## src/rtl/pport_pkg.sv

```systemverilog
// Package: shared encodings for the peripheral port region decoder.
// Assumes a 32-bit register layout with the base in the upper bits and size in the low bits.
package pport_pkg;
    typedef enum logic [1:0] {
        ACC_DATA  = 2'd0,
        ACC_INSTR = 2'd1,
        ACC_DMA   = 2'd2,
        ACC_RSVD  = 2'd3
    } acc_kind_e;

    localparam logic [2:0] ATTR_DEVICE = 3'b011;
endpackage

```

## src/rtl/pport_cfg_reg.sv

```systemverilog
// Module: holds the base/size register and serves privileged reads and writes.
// Assumes the access strobe is a single-cycle pulse; reads are combinational.
module pport_cfg_reg #(
    parameter int DATA_W    = 32,
    parameter int SEL_W     = 3,
    parameter int MY_SEL    = 4,
    parameter int BASE_LSB  = 12,
    parameter int SIZE_W    = 5
) (
    input  logic              clk,
    input  logic              rst_n,
    input  logic              cfg_en,
    input  logic              cfg_wr,
    input  logic [SEL_W-1:0]  cfg_sel,
    input  logic              cfg_priv,
    input  logic [DATA_W-1:0] cfg_wdata,
    output logic [DATA_W-1:0] cfg_rdata,
    output logic              cfg_undef,
    output logic [DATA_W-1:0] cfg_q
);
    localparam int HOLE_W = BASE_LSB - SIZE_W;
    localparam logic [DATA_W-1:0] KEEP_MASK =
        {{(DATA_W-BASE_LSB){1'b1}}, {HOLE_W{1'b0}}, {SIZE_W{1'b1}}};

    logic addr_hit;
    logic wr_ok;

    // Decode whether this access targets the register with sufficient privilege.
    always_comb begin
        addr_hit  = (cfg_sel == SEL_W'(MY_SEL));
        wr_ok     = cfg_en && cfg_wr && cfg_priv && addr_hit;
        cfg_undef = cfg_en && !cfg_priv;
    end

    // Store the written value with the reserved hole cleared.
    always_ff @(posedge clk) begin
        if (!rst_n)
            cfg_q <= '0;
        else if (wr_ok)
            cfg_q <= cfg_wdata & KEEP_MASK;
    end

    // Return the register only for a privileged read of this select.
    always_comb begin
        if (cfg_en && !cfg_wr && cfg_priv && addr_hit)
            cfg_rdata = cfg_q;
        else
            cfg_rdata = '0;
    end
endmodule

```

## src/rtl/pport_region_match.sv

```systemverilog
// Module: compares an address against a size-encoded, alignment-masked window.
// Assumes size code c selects 2^(c+SIZE_OFS) bytes for SIZE_MIN <= c <= SIZE_MAX.
module pport_region_match #(
    parameter int ADDR_W   = 32,
    parameter int BASE_LSB = 12,
    parameter int SIZE_W   = 5,
    parameter int SIZE_MIN = 3,
    parameter int SIZE_MAX = 22,
    parameter int SIZE_OFS = 9
) (
    input  logic [ADDR_W-1:BASE_LSB] addr_hi,
    input  logic [ADDR_W-1:BASE_LSB] base_hi,
    input  logic [SIZE_W-1:0]        size_code,
    output logic                     in_window
);
    logic                     code_ok;
    logic [ADDR_W-1:BASE_LSB] diff;
    int                       low_bit;

    // Classify the size code and derive the lowest compared bit.
    always_comb begin
        code_ok = (int'(size_code) >= SIZE_MIN) && (int'(size_code) <= SIZE_MAX);
        low_bit = int'(size_code) + SIZE_OFS;
    end

    // One comparator per upper address bit, masked below the window size.
    for (genvar i = BASE_LSB; i < ADDR_W; i++) begin : g_bit
        assign diff[i] = (i >= low_bit) && (addr_hi[i] != base_hi[i]);
    end

    // The window matches when the code is usable and no compared bit differs.
    always_comb in_window = code_ok && (diff == '0);
endmodule

```

## src/rtl/pport_route.sv

```systemverilog
// Module: applies access-kind and TCM priority rules, forces the attribute, flags errors.
// Assumes attr_in/shared_in already include any general data remap.
module pport_route
    import pport_pkg::*;
(
    input  logic      in_window,
    input  logic      acc_valid,
    input  acc_kind_e kind,
    input  logic      acc_unaligned,
    input  logic      acc_excl,
    input  logic      tcm_hit,
    input  logic      tcm_cache_mode,
    input  logic [2:0] attr_in,
    input  logic      shared_in,
    output logic      pport_sel,
    output logic [2:0] attr_out,
    output logic      shared_out,
    output logic      pport_err
);
    logic tcm_claims;

    // A TCM in normal mode keeps the access; a cache-mode TCM yields.
    always_comb tcm_claims = tcm_hit && !tcm_cache_mode;

    // Select the port for data accesses in the window not claimed by a TCM.
    always_comb pport_sel = acc_valid && (kind == ACC_DATA) && in_window && !tcm_claims;

    // Override the memory type for selected accesses and flag unsupported kinds.
    always_comb begin
        attr_out   = pport_sel ? ATTR_DEVICE : attr_in;
        shared_out = pport_sel ? 1'b0 : shared_in;
        pport_err  = pport_sel && (acc_unaligned || acc_excl);
    end
endmodule

```

## src/rtl/pport_region_decoder.sv

```systemverilog
// Module: top of the peripheral port region override decoder.
// Assumes lookups are combinational and register writes apply from the next cycle.
module pport_region_decoder
    import pport_pkg::*;
#(
    parameter int ADDR_W   = 32,
    parameter int SEL_W    = 3,
    parameter int MY_SEL   = 4,
    parameter int BASE_LSB = 12,
    parameter int SIZE_W   = 5,
    parameter int SIZE_MIN = 3,
    parameter int SIZE_MAX = 22,
    parameter int SIZE_OFS = 9
) (
    input  logic              clk,
    input  logic              rst_n,
    input  logic              cfg_en,
    input  logic              cfg_wr,
    input  logic [SEL_W-1:0]  cfg_sel,
    input  logic              cfg_priv,
    input  logic [ADDR_W-1:0] cfg_wdata,
    output logic [ADDR_W-1:0] cfg_rdata,
    output logic              cfg_undef,
    input  logic              acc_valid,
    input  logic [ADDR_W-1:0] acc_addr,
    input  logic [1:0]        acc_kind,
    input  logic              acc_unaligned,
    input  logic              acc_excl,
    input  logic              tcm_hit,
    input  logic              tcm_cache_mode,
    input  logic [2:0]        attr_in,
    input  logic              shared_in,
    output logic              pport_sel,
    output logic [2:0]        attr_out,
    output logic              shared_out,
    output logic              pport_err
);
    logic [ADDR_W-1:0] cfg_q;
    logic              in_window;
    logic              addr_lo_unused;

    // Low address bits never take part in the comparison.
    always_comb addr_lo_unused = ^acc_addr[BASE_LSB-1:0];

    pport_cfg_reg #(
        .DATA_W(ADDR_W), .SEL_W(SEL_W), .MY_SEL(MY_SEL),
        .BASE_LSB(BASE_LSB), .SIZE_W(SIZE_W)
    ) u_cfg (
        .clk(clk), .rst_n(rst_n), .cfg_en(cfg_en), .cfg_wr(cfg_wr),
        .cfg_sel(cfg_sel), .cfg_priv(cfg_priv), .cfg_wdata(cfg_wdata),
        .cfg_rdata(cfg_rdata), .cfg_undef(cfg_undef), .cfg_q(cfg_q)
    );

    pport_region_match #(
        .ADDR_W(ADDR_W), .BASE_LSB(BASE_LSB), .SIZE_W(SIZE_W),
        .SIZE_MIN(SIZE_MIN), .SIZE_MAX(SIZE_MAX), .SIZE_OFS(SIZE_OFS)
    ) u_match (
        .addr_hi(acc_addr[ADDR_W-1:BASE_LSB]),
        .base_hi(cfg_q[ADDR_W-1:BASE_LSB]),
        .size_code(cfg_q[SIZE_W-1:0]),
        .in_window(in_window)
    );

    pport_route u_route (
        .in_window(in_window), .acc_valid(acc_valid),
        .kind(acc_kind_e'(acc_kind)),
        .acc_unaligned(acc_unaligned), .acc_excl(acc_excl),
        .tcm_hit(tcm_hit), .tcm_cache_mode(tcm_cache_mode),
        .attr_in(attr_in), .shared_in(shared_in),
        .pport_sel(pport_sel), .attr_out(attr_out),
        .shared_out(shared_out), .pport_err(pport_err)
    );
endmodule

```

## config.mk

```make
export PLATFORM = sky130hd
export DESIGN_NAME = pport_region_decoder
export DESIGN_NICKNAME = d
export VERILOG_FILES = /design/src/rtl/pport_pkg.sv /design/src/rtl/pport_cfg_reg.sv /design/src/rtl/pport_region_match.sv /design/src/rtl/pport_route.sv /design/src/rtl/pport_region_decoder.sv
export SDC_FILE = /design/constraint.sdc
export NUM_CORES = 1
export LEC_CHECK = 0
export ABC_AREA = 1
export BUFFER_PORTS_ARGS = -buffer_cell sky130_fd_sc_hd__buf_2
export CAP_MARGIN = 10
export CORE_ASPECT_RATIO = 1.4
export CORE_MARGIN = 2
export CORE_UTILIZATION = 44
export CTS_BUF_LIST = sky130_fd_sc_hd__clkbuf_4
export CTS_CLUSTER_SIZE = 12
export DETAILED_ROUTE_END_ITERATION = 10
export MAX_ROUTING_LAYER = met4
export PLACE_DENSITY = 0.83
export SYNTH_ARGS = -nofsm -noshare
export SYNTH_HDL_FRONTEND = slang
export SYNTH_SLANG_ARGS = --single-unit
export TNS_END_PERCENT = 1
```

## constraint.sdc

```tcl
create_clock -name clk -period 2.4 [get_ports clk]
set_input_delay 0.24 -clock clk [delete_from_list [all_inputs] [get_ports clk]]
set_output_delay 0.24 -clock clk [all_outputs]
set_load 0.01 [all_outputs]
```

==> impl_metrics.env, run 1 <==
export IMPL_outcome="finished, violations left"
export IMPL_violations="design-rule violations"
export IMPL_fmax_ghz=0.429
export IMPL_die_h_um=80.6
export IMPL_vias=2164
export IMPL_globalRoute_totalOverflow=0
export IMPL_grt_antenna_before_repair=0
export IMPL_drive_above_1_share_pct=35.9
export IMPL_cts_sinks=25
export IMPL_stdcell_count=439
export IMPL_synth_top_area_share_pct=27.1
export IMPL_ant_nets=0
export IMPL_seq_area_frac_synth_pct=27.1
export IMPL_coreArea_um2=3990
export IMPL_synth_cell_types=22
export IMPL_syn_area_um2=1840
export IMPL_start_util_pct=46.3
export IMPL_cts_max_level=1
export IMPL_hold_class="in -> reg"
export IMPL_final_hold_viol_count=0
export IMPL_cp_max_fo=6
export IMPL_min_path_cells=3
export IMPL_fin_nets=484
export IMPL_fin_skew_ns=0
export IMPL_wl_mm=5.11
export IMPL_synth_top_cell_by_area="dfxtp_1"
export IMPL_gp_congestion=0.961
export IMPL_largest_reg_flops=25
export IMPL_crit_type="reg -> out"
export IMPL_synth_common_cells="nand2_1, nor2_1, inv_1, o21ai_0, a21oi_1"
export IMPL_crit_required_ns=2.16
export IMPL_critical_path_endpoint_type="output port"
export IMPL_reg2reg_depth=4
export IMPL_yosysMostFrequentCell="nand2_1"
export IMPL_fp_dieArea_um2=4730
export IMPL_final_util_pct=62.6
export IMPL_fill_cells=409
export IMPL_synth_ff_type="dfxtp_1"
export IMPL_clk_latency_ns=0.31
export IMPL_grt_total_usage_pct=22.2
export IMPL_tns_ns=0
export IMPL_netlist_top_cells_area="dfxtp_1, nand2_1, nor2_1, inv_1, o21ai_0"
export IMPL_cts_tree="built"
export IMPL_setup_viol=0
export IMPL_slew_viol_final=0
export IMPL_min_period_ns=2.33
export IMPL_netlist_instances=298
export IMPL_rr_endpoint="u_cfg.cfg_q[0]"
export IMPL_ys_ff_latch=25
export IMPL_r2r_start="u_cfg.cfg_q[0]"
export IMPL_drt_vias_per_instance=4.93
export IMPL_placedCellCount=428
export IMPL_num_antenna_cells=0
export IMPL_arrival_ns=2.09
export IMPL_reg_top3="u_cfg.cfg_q x25"
export IMPL_worstHoldStart="cfg_wdata[14]"
export IMPL_async_flop_share_pct=0
export IMPL_synth_warnings=0
export IMPL_cp_start_kind="flip-flop"
export IMPL_synth_edf_count=0
export IMPL_cts_root_buf="clkbuf_4"
export IMPL_syn_area_per_cell_um2=6.19
export IMPL_regToRegSetupSlack_ns=1.41
export IMPL_grt_pass1_vias=1931
export IMPL_hpwl_mm=3.94
export IMPL_syn_to_final_growth_pct=35.2
export IMPL_drv_cap=0
export IMPL_initialDrtViolationCount=47
export IMPL_grt_pass1_wl_mm=8.08
export IMPL_io_buffers=95
export IMPL_fin_crit_sh_pct=97.2
export IMPL_grt_max_degree=51
export IMPL_drc=5
export IMPL_wl_per_cell_um=11.6
export IMPL_cts_buffers_inserted=3
export IMPL_ios=122
export IMPL_rows=27
export IMPL_cts_clk_slew_worst_paths_ns=0.14
export IMPL_p_leak_uw=0.00132
export IMPL_die_x_um=58.7
export IMPL_ir_drop_mv=0.252
export IMPL_holdPathEnd="u_cfg.cfg_q[14]"
export IMPL_clockBufferDepth=2
export IMPL_rsz0062_at_grt="true"
export IMPL_powerDensity_nw_per_um2=308
export IMPL_dr_pass1_iters=7
export IMPL_regMostFlops="u_cfg.cfg_q"
-- report_power, final --
part	total [uW]	switching (uW)	internal (uW)	leakage (uW)
combinational	153	78.2	74.6	0.00110
sequential	424	5.10	419	0.000204
clock	191	128	62.4	0.0000177
-- worst max-delay path: stages (launching register included) --
cell     delay (ns)
dfxtp_4        0.40
ha_4           0.18
nand2_4        0.12
inv_1          0.07
nor2_2         0.12
nand3_1        0.13
nand3_1        0.11
nand2_1        0.06
nor2_1         0.08
nand2_1        0.05
nand2_1        0.07
nand3_2        0.14
nand2_1        0.09
inv_1          0.03
buf_2          0.13
-- cell usage in the layout (no fill, tap or decap), drive strengths merged --
cell | Yosys | layout
buf | 7 | 104
nand2 | 63 | 63
nor2 | 49 | 49
inv | 41 | 40
o21ai | 28 | 28
a21oi | 27 | 27
dfxtp | 25 | 25
nand3 | 20 | 20
xor2 | 12 | 12
conb | 1 | 7
xnor2 | 6 | 6
nand4 | 4 | 4
ha | 4 | 4
clkbuf | 9 | 3
nor3b | 1 | 1
clkinvlp | 0 | 1
or2 | 1 | 1
clkinv | 0 | 1
-- kinds of logic (layout without fill, tap and decap cells) --
| group | Yosys count | in the layout | share of synthesized area (%) |
|---|---|---|---|
| buffers and inverters | 57 | 149 | 13.0 |
| flip-flops | 25 | 25 | 27.1 |
| adder cells (fa/ha/maj) | 4 | 4 | 2.71 |
| AO/OA/AOI/OAI | 55 | 55 | 14.9 |
| XOR/XNOR | 18 | 18 | 8.55 |
| AND/OR/NAND/NOR | 138 | 138 | 33.4 |
| other | 1 | 7 | 0.203 |
-- through the flow --
stage	hold slack (ns)	total power (uW)	cell area [um^2]	setup WS [ns]
3_3_place_gp	0.467	578	2320	0.187
2_1_floorplan	0.378	518	1870	0.490
6_report	0.188	767	2490	0.0668
5_1_grt	0.193	810	2490	-0.103
3_5_place_dp	0.473	581	2320	0.168
4_1_cts	0.188	767	2410	0.0169
-- routing by layer --
metal,global-route usage (%),vias to the layer above,part of all wire (%)
li1,-,1113,-
met1,24.0,961,39
met2,42.1,79,54
met3,2.25,11,5.3
met4,5.68,0,2.2
met5,-,-,0
-- how the worst max path moves through the flow --
stage                   to            from  cells past startpoint
2_1_floorplan    pport_err  u_cfg.cfg_q[1]                     11
3_3_place_gp    shared_out  u_cfg.cfg_q[1]                     13
3_5_place_dp    shared_out  u_cfg.cfg_q[1]                     15
4_1_cts         shared_out  u_cfg.cfg_q[1]                     14
5_1_grt        attr_out[2]  u_cfg.cfg_q[1]                     15
6_report        shared_out  u_cfg.cfg_q[1]                     14
-- timing repair --
| action | CTS | global route |
|---|---|---|
| endpoints found under the hold margin | 0 | 0 |
| endpoints found under the setup margin | 6 | 6 |
| hold buffers | 0 | 0 |
| buffers inserted | 3 | 4 |
| resized for setup | 9 | 16 |
| pin swaps | 2 | 6 |
-- layout make-up --
cell class,instances,area [um^2],share of cell area (%)
clock buffer,3,22.5,0.903
clock inverter,1,5.00,0.201
inverter,41,158,6.32
multi-input combinational,222,1200,48.2
sequential,25,510,20.5
tap,43,53.8,2.16
timing repair buffer,104,543,21.8
Power figures use the tool's default switching activity.
==> run 2: changes to the inputs <==
CORE_ASPECT_RATIO = default   (was 1.4)
==> run 2 against run 1 <==
The run now ends clean; wire length fell by 0.88%; sequential power is essentially flat; largest power group unchanged; clock skew did not move.
==> impl_metrics.env, run 2 (synthesized netlist as in run 1, its figures left out) <==
export IMPL_cp_start_kind="flip-flop"
export IMPL_regMostFlops="u_cfg.cfg_q"
export IMPL_final_hold_viol_count=0
export IMPL_p_leak_uw=0.00135
export IMPL_multi_input_area_um2=1280
export IMPL_cts_max_level=1
export IMPL_cts_buffers_inserted=3
export IMPL_num_antenna_cells=0
export IMPL_reg_top3="u_cfg.cfg_q x25"
export IMPL_crit_type="reg -> out"
export IMPL_cts_root_buf="clkbuf_4"
export IMPL_internal_power_uw=571
export IMPL_wl_per_cell_um=11.3
export IMPL_setup_viol=0
export IMPL_rsz0062_at_grt="true"
export IMPL_fin_nets=486
export IMPL_cts_hold_buf=0
export IMPL_regArea_um2=510
export IMPL_cp_max_fo=6
export IMPL_drv_cap=0
export IMPL_clk_latency_ns=0.31
export IMPL_syn_to_final_growth_pct=40.6
export IMPL_outcome="finished, final reports clean"
export IMPL_setup_ws_ns=0.0292
export IMPL_arrival_ns=2.13
export IMPL_grt_pass1_vias=1764
export IMPL_die_h_um=68.7
export IMPL_final_cell_mix="buf_2, nand2_1, nor2_1"
export IMPL_io_buffers=95
export IMPL_coreArea_um2=4030
export IMPL_rows=23
export IMPL_ir_drop_mv=0.272
export IMPL_drt_vias_per_instance=4.82
export IMPL_p_sw_uw=210
export IMPL_crit_required_ns=2.16
export IMPL_dp_slack_ns=0.161
export IMPL_fp_dieArea_um2=4730
export IMPL_grt_total_usage_pct=20.6
export IMPL_critical_path_endpoint_type="output port"
export IMPL_die_x_um=68.7
export IMPL_fmax_ghz=0.422
export IMPL_final_common_cell="buf_2"
export IMPL_start_util_pct=45.8
export IMPL_hpwl_mm=3.67
export IMPL_ant_nets=0
export IMPL_globalRoute_totalOverflow=0
export IMPL_clockPowerShare_pct=25.5
export IMPL_cts_tree="built"
export IMPL_combinationalPowerShare_pct=20.3
export IMPL_min_period_ns=2.37
export IMPL_fin_skew_ns=0
export IMPL_drc=0
export IMPL_gp_congestion=0.891
export IMPL_vias=2161
export IMPL_cts_clk_slew_worst_paths_ns=0.13
export IMPL_initialDrtViolationCount=71
export IMPL_ios=122
export IMPL_hold_class="in -> reg"
export IMPL_grt_max_degree=51
export IMPL_cts_sinks=25
export IMPL_dr_pass1_iters=4
export IMPL_fin_crit_sh_pct=98.8
export IMPL_largest_reg_flops=25
export IMPL_switching_share_pct=26.9
export IMPL_grt_antenna_before_repair=0
export IMPL_final_util_pct=64.3
export IMPL_wl_mm=5.07
export IMPL_drive_above_1_share_pct=39.7
export IMPL_fill_cells=360
export IMPL_slew_viol_final=0
export IMPL_grt_pass1_wl_mm=7.32
export IMPL_seqPwrFrac_pct=54.2
export IMPL_powerDensity_nw_per_um2=301
export IMPL_clockBufferDepth=2
==> run 2: path summary, 6_finish.rpt <==
check	startpoint	end	slack [ns]	cells past startpoint
worst max-delay path	u_cfg.cfg_q[0]	pport_err	0.03	12
worst min-delay path	cfg_wdata[24]	u_cfg.cfg_q[24]	0.19	3
worst max register to register	u_cfg.cfg_q[0]	u_cfg.cfg_q[0]	1.49	3
worst min register to register	u_cfg.cfg_q[14]	u_cfg.cfg_q[14]	0.49	2
==> run 2: critical path: stages, from the launching register on <==
cell and delay (ns):
dfxtp_4 0.41, ha_4 0.17, nand2_4 0.10, nand3_1 0.20, nand2_4 0.10, nor2_4 0.11
nand2_1 0.07, nand3_1 0.07, nand3_1 0.08, nor2_2 0.15, nand3_4 0.12, nor2_2 0.11
buf_2 0.12
==> run 2: metrics by stage <==
| stage | cell area, um^2 | setup TNS, ns | total power, uW | cells | hold WS (ns) |
|---|---|---|---|---|---|
| 2_1_floorplan | 1870 | 0 | 518 | 304 | 0.378 |
| 3_3_place_gp | 2330 | 0 | 578 | 435 | 0.467 |
| 3_5_place_dp | 2330 | 0 | 580 | 435 | 0.471 |
| 4_1_cts | 2400 | 0 | 776 | 442 | 0.189 |
| 5_1_grt | 2590 | -0.627 | 831 | 448 | 0.196 |
| 6_report | 2590 | 0 | 781 | 448 | 0.193 |
==> run 2: routing by layer <==
layer | vias to the layer above | part of all wire (%) | GRT usage (%)
li1 | 1124 | - | -
met1 | 931 | 43 | 26.8
met2 | 100 | 48 | 33.8
met3 | 6 | 7.8 | 2.27
met4 | 0 | 1.2 | 5.88
met5 | - | 0 | -
==> run 2: area by class of cell <==
type / instances / area share (%)
Clock buffer: 4 / 1.16
Inverter: 41 / 6.08
Multi-Input combinational cell: 223 / 49.4
Sequential cell: 25 / 19.7
Tap cell: 50 / 2.41
Timing Repair Buffer: 105 / 21.2
==> run 2: repair_timing <==
item | CTS | global route
resized for setup | 6 | 40
setup buffers | 3 | 5
endpoints found under the setup margin | 6 | 6
gates cloned | 0 | 1
pin swaps | 1 | 23
==> run 2: power by group through the flow <==
| stage | clock network [uW] | logic, uW | registers (uW) |
|---|---|---|---|
| floorplan | 0 | 84.1 | 434 |
| global placement | 0 | 143 | 434 |
| detailed placement | 0 | 145 | 435 |
| CTS | 205 | 147 | 423 |
| global route | 226 | 180 | 425 |
| finish | 199 | 158 | 424 |
==> run 3: changes to the inputs <==
--- a/config.mk
+++ b/config.mk
@@ -13,2 +13,3 @@
 export CTS_BUF_LIST = sky130_fd_sc_hd__clkbuf_4
+export CTS_CLUSTER_DIAMETER = 200
 export CTS_CLUSTER_SIZE = 12
==> constraint.sdc (replaced) <==
create_clock -name clk -period 2.4 [get_ports clk]
set_input_delay 0.12 -clock clk [delete_from_list [all_inputs] [get_ports clk]]
set_output_delay 0.12 -clock clk [all_outputs]
set_load 0.01 [all_outputs]
==> run 3 against run 2 <==
Utilization is 1.6 points lower; sequential share of layout area is 0.52 points higher; via count is 0.83% lower; combinational power is 3% lower; critical path type unchanged; critical endpoint is now shared_out.
==> impl_metrics.env, run 3 (synthesized netlist as in run 1, its figures left out) <==
export IMPL_outcome="finished, final reports clean"
export IMPL_fmax_ghz=0.445
export IMPL_crit_type="reg -> out"
export IMPL_ant_nets=0
export IMPL_largest_reg_flops=25
export IMPL_wl_per_cell_um=10.8
export IMPL_cts_root_buf="clkbuf_4"
export IMPL_fin_skew_ns=0
export IMPL_cts_clk_slew_worst_paths_ns=0.13
export IMPL_die_x_um=68.7
export IMPL_cts_max_level=1
export IMPL_cts_buffers_inserted=3
export IMPL_num_antenna_cells=0
export IMPL_clk_latency_ns=0.31
export IMPL_whs_ns=0.0749
export IMPL_min_path_cells=3
export IMPL_cp_max_fo=6
export IMPL_grt_pass1_vias=1756
export IMPL_setup_viol=0
export IMPL_cp_start_kind="flip-flop"
export IMPL_cts_hold_buf=0
export IMPL_hpwl_mm=3.67
export IMPL_slew_viol_final=0
export IMPL_drt_vias_per_instance=4.79
export IMPL_reg_top3="u_cfg.cfg_q x25"
export IMPL_fp_dieArea_um2=4730
export IMPL_globalRoute_totalOverflow=0
export IMPL_setup_ws_ns=0.153
export IMPL_p_leak_uw=0.00132
export IMPL_clockBufferDepth=2
export IMPL_rows=23
export IMPL_coreArea_um2=4030
export IMPL_regMostFlops="u_cfg.cfg_q"
export IMPL_powerDensity_nw_per_um2=306
export IMPL_critical_path_endpoint_type="output port"
export IMPL_drc=0
export IMPL_initialDrtViolationCount=55
export IMPL_hold_class="in -> reg"
export IMPL_final_hold_viol_count=0
export IMPL_die_h_um=68.7
export IMPL_crit_required_ns=2.28
export IMPL_fin_nets=485
export IMPL_final_cell_mix="buf_2, nand2_1, nor2_1"
export IMPL_fin_crit_sh_pct=93.6
export IMPL_grt_antenna_before_repair=0
export IMPL_start_util_pct=45.8
export IMPL_ios=122
export IMPL_cts_sinks=25
export IMPL_drv_cap=0
export IMPL_min_period_ns=2.25
export IMPL_fill_cells=370
export IMPL_gp_congestion=0.891
export IMPL_grt_pass1_wl_mm=7.31
export IMPL_grt_max_degree=51
export IMPL_cts_tree="built"
export IMPL_arrival_ns=2.13
export IMPL_final_common_cell="buf_2"
export IMPL_vias=2143
export IMPL_ir_drop_mv=0.268
export IMPL_wl_mm=4.83
export IMPL_dp_slack_ns=0.281
export IMPL_reg2reg_depth=3
export IMPL_io_buffers=95
export IMPL_syn_to_final_growth_pct=37.0
export IMPL_drive_above_1_share_pct=36.8
export IMPL_grt_total_usage_pct=20.5
export IMPL_dr_pass1_iters=5
-- run 3: cell count changes in the layout (fill, tap and decap cells not counted), sizes merged --
cell  change
buf       -1
-- run 3: power by group --
part / switching [uW] / total, uW / internal, uW
sequential: 5.22 / 424 / 419
clock: 121 / 198 / 76.2
combinational: 77.9 / 153 / 74.9
total: 204 / 774 / 570
-- run 3: cell type report --
class	instances	area, um^2	share of cell area, %
inverter	41	158	6.24
multi-input combinational	223	1220	48.2
timing repair buffer	104	547	21.6
clock buffer	4	30.0	1.19
tap	50	62.6	2.48
sequential	25	510	20.2
-- run 3: critical path: stages, from the launching register on --
cell        delay, ns
dfxtp_4          0.42
clkinvlp_4       0.17
ha_4             0.30
nor2_4           0.13
nand3_1          0.09
nand3_1          0.09
nand3_2          0.10
nor2_2           0.17
nand3_4          0.12
nand2_1          0.07
inv_1            0.03
buf_2            0.13
-- run 3: timing repair --
item                                    4_1_cts  5_1_grt
cloned                                        0        1
pin swaps                                     0       10
setup buffers                                 0        7
resized for setup                             2       26
endpoints found under the setup margin        6        6
-- run 3: stage by stage --
step / area, um^2 / util, % / setup TNS (ns) / power (uW) / cells
after floorplan: 1870 / - / 0 / 518 / 304
after global placement: 2330 / 57.9 / 0 / 578 / 435
after detailed placement: 2330 / 57.9 / 0 / 580 / 435
after CTS: 2370 / 58.7 / 0 / 777 / 439
after global routing: 2530 / 62.7 / -0.110 / 826 / 447
final: 2530 / 62.7 / 0 / 774 / 447
-- run 3: metal layers --
metal,routed length [um],up-vias,GRT usage (%)
li1,-,1116,-
met1,2110,921,26.9
met2,2260,96,33.5
met3,367,10,2.27
met4,89,0,5.88
met5,0,-,-
-- run 3: final timing paths --
kind / start / end / slack (ns)
setup / recovery: u_cfg.cfg_q[0] / shared_out / 0.15
hold / removal: cfg_wdata[24] / u_cfg.cfg_q[24] / 0.07
setup reg to reg: u_cfg.cfg_q[0] / u_cfg.cfg_q[0] / 1.47
hold reg to reg: u_cfg.cfg_q[14] / u_cfg.cfg_q[14] / 0.49
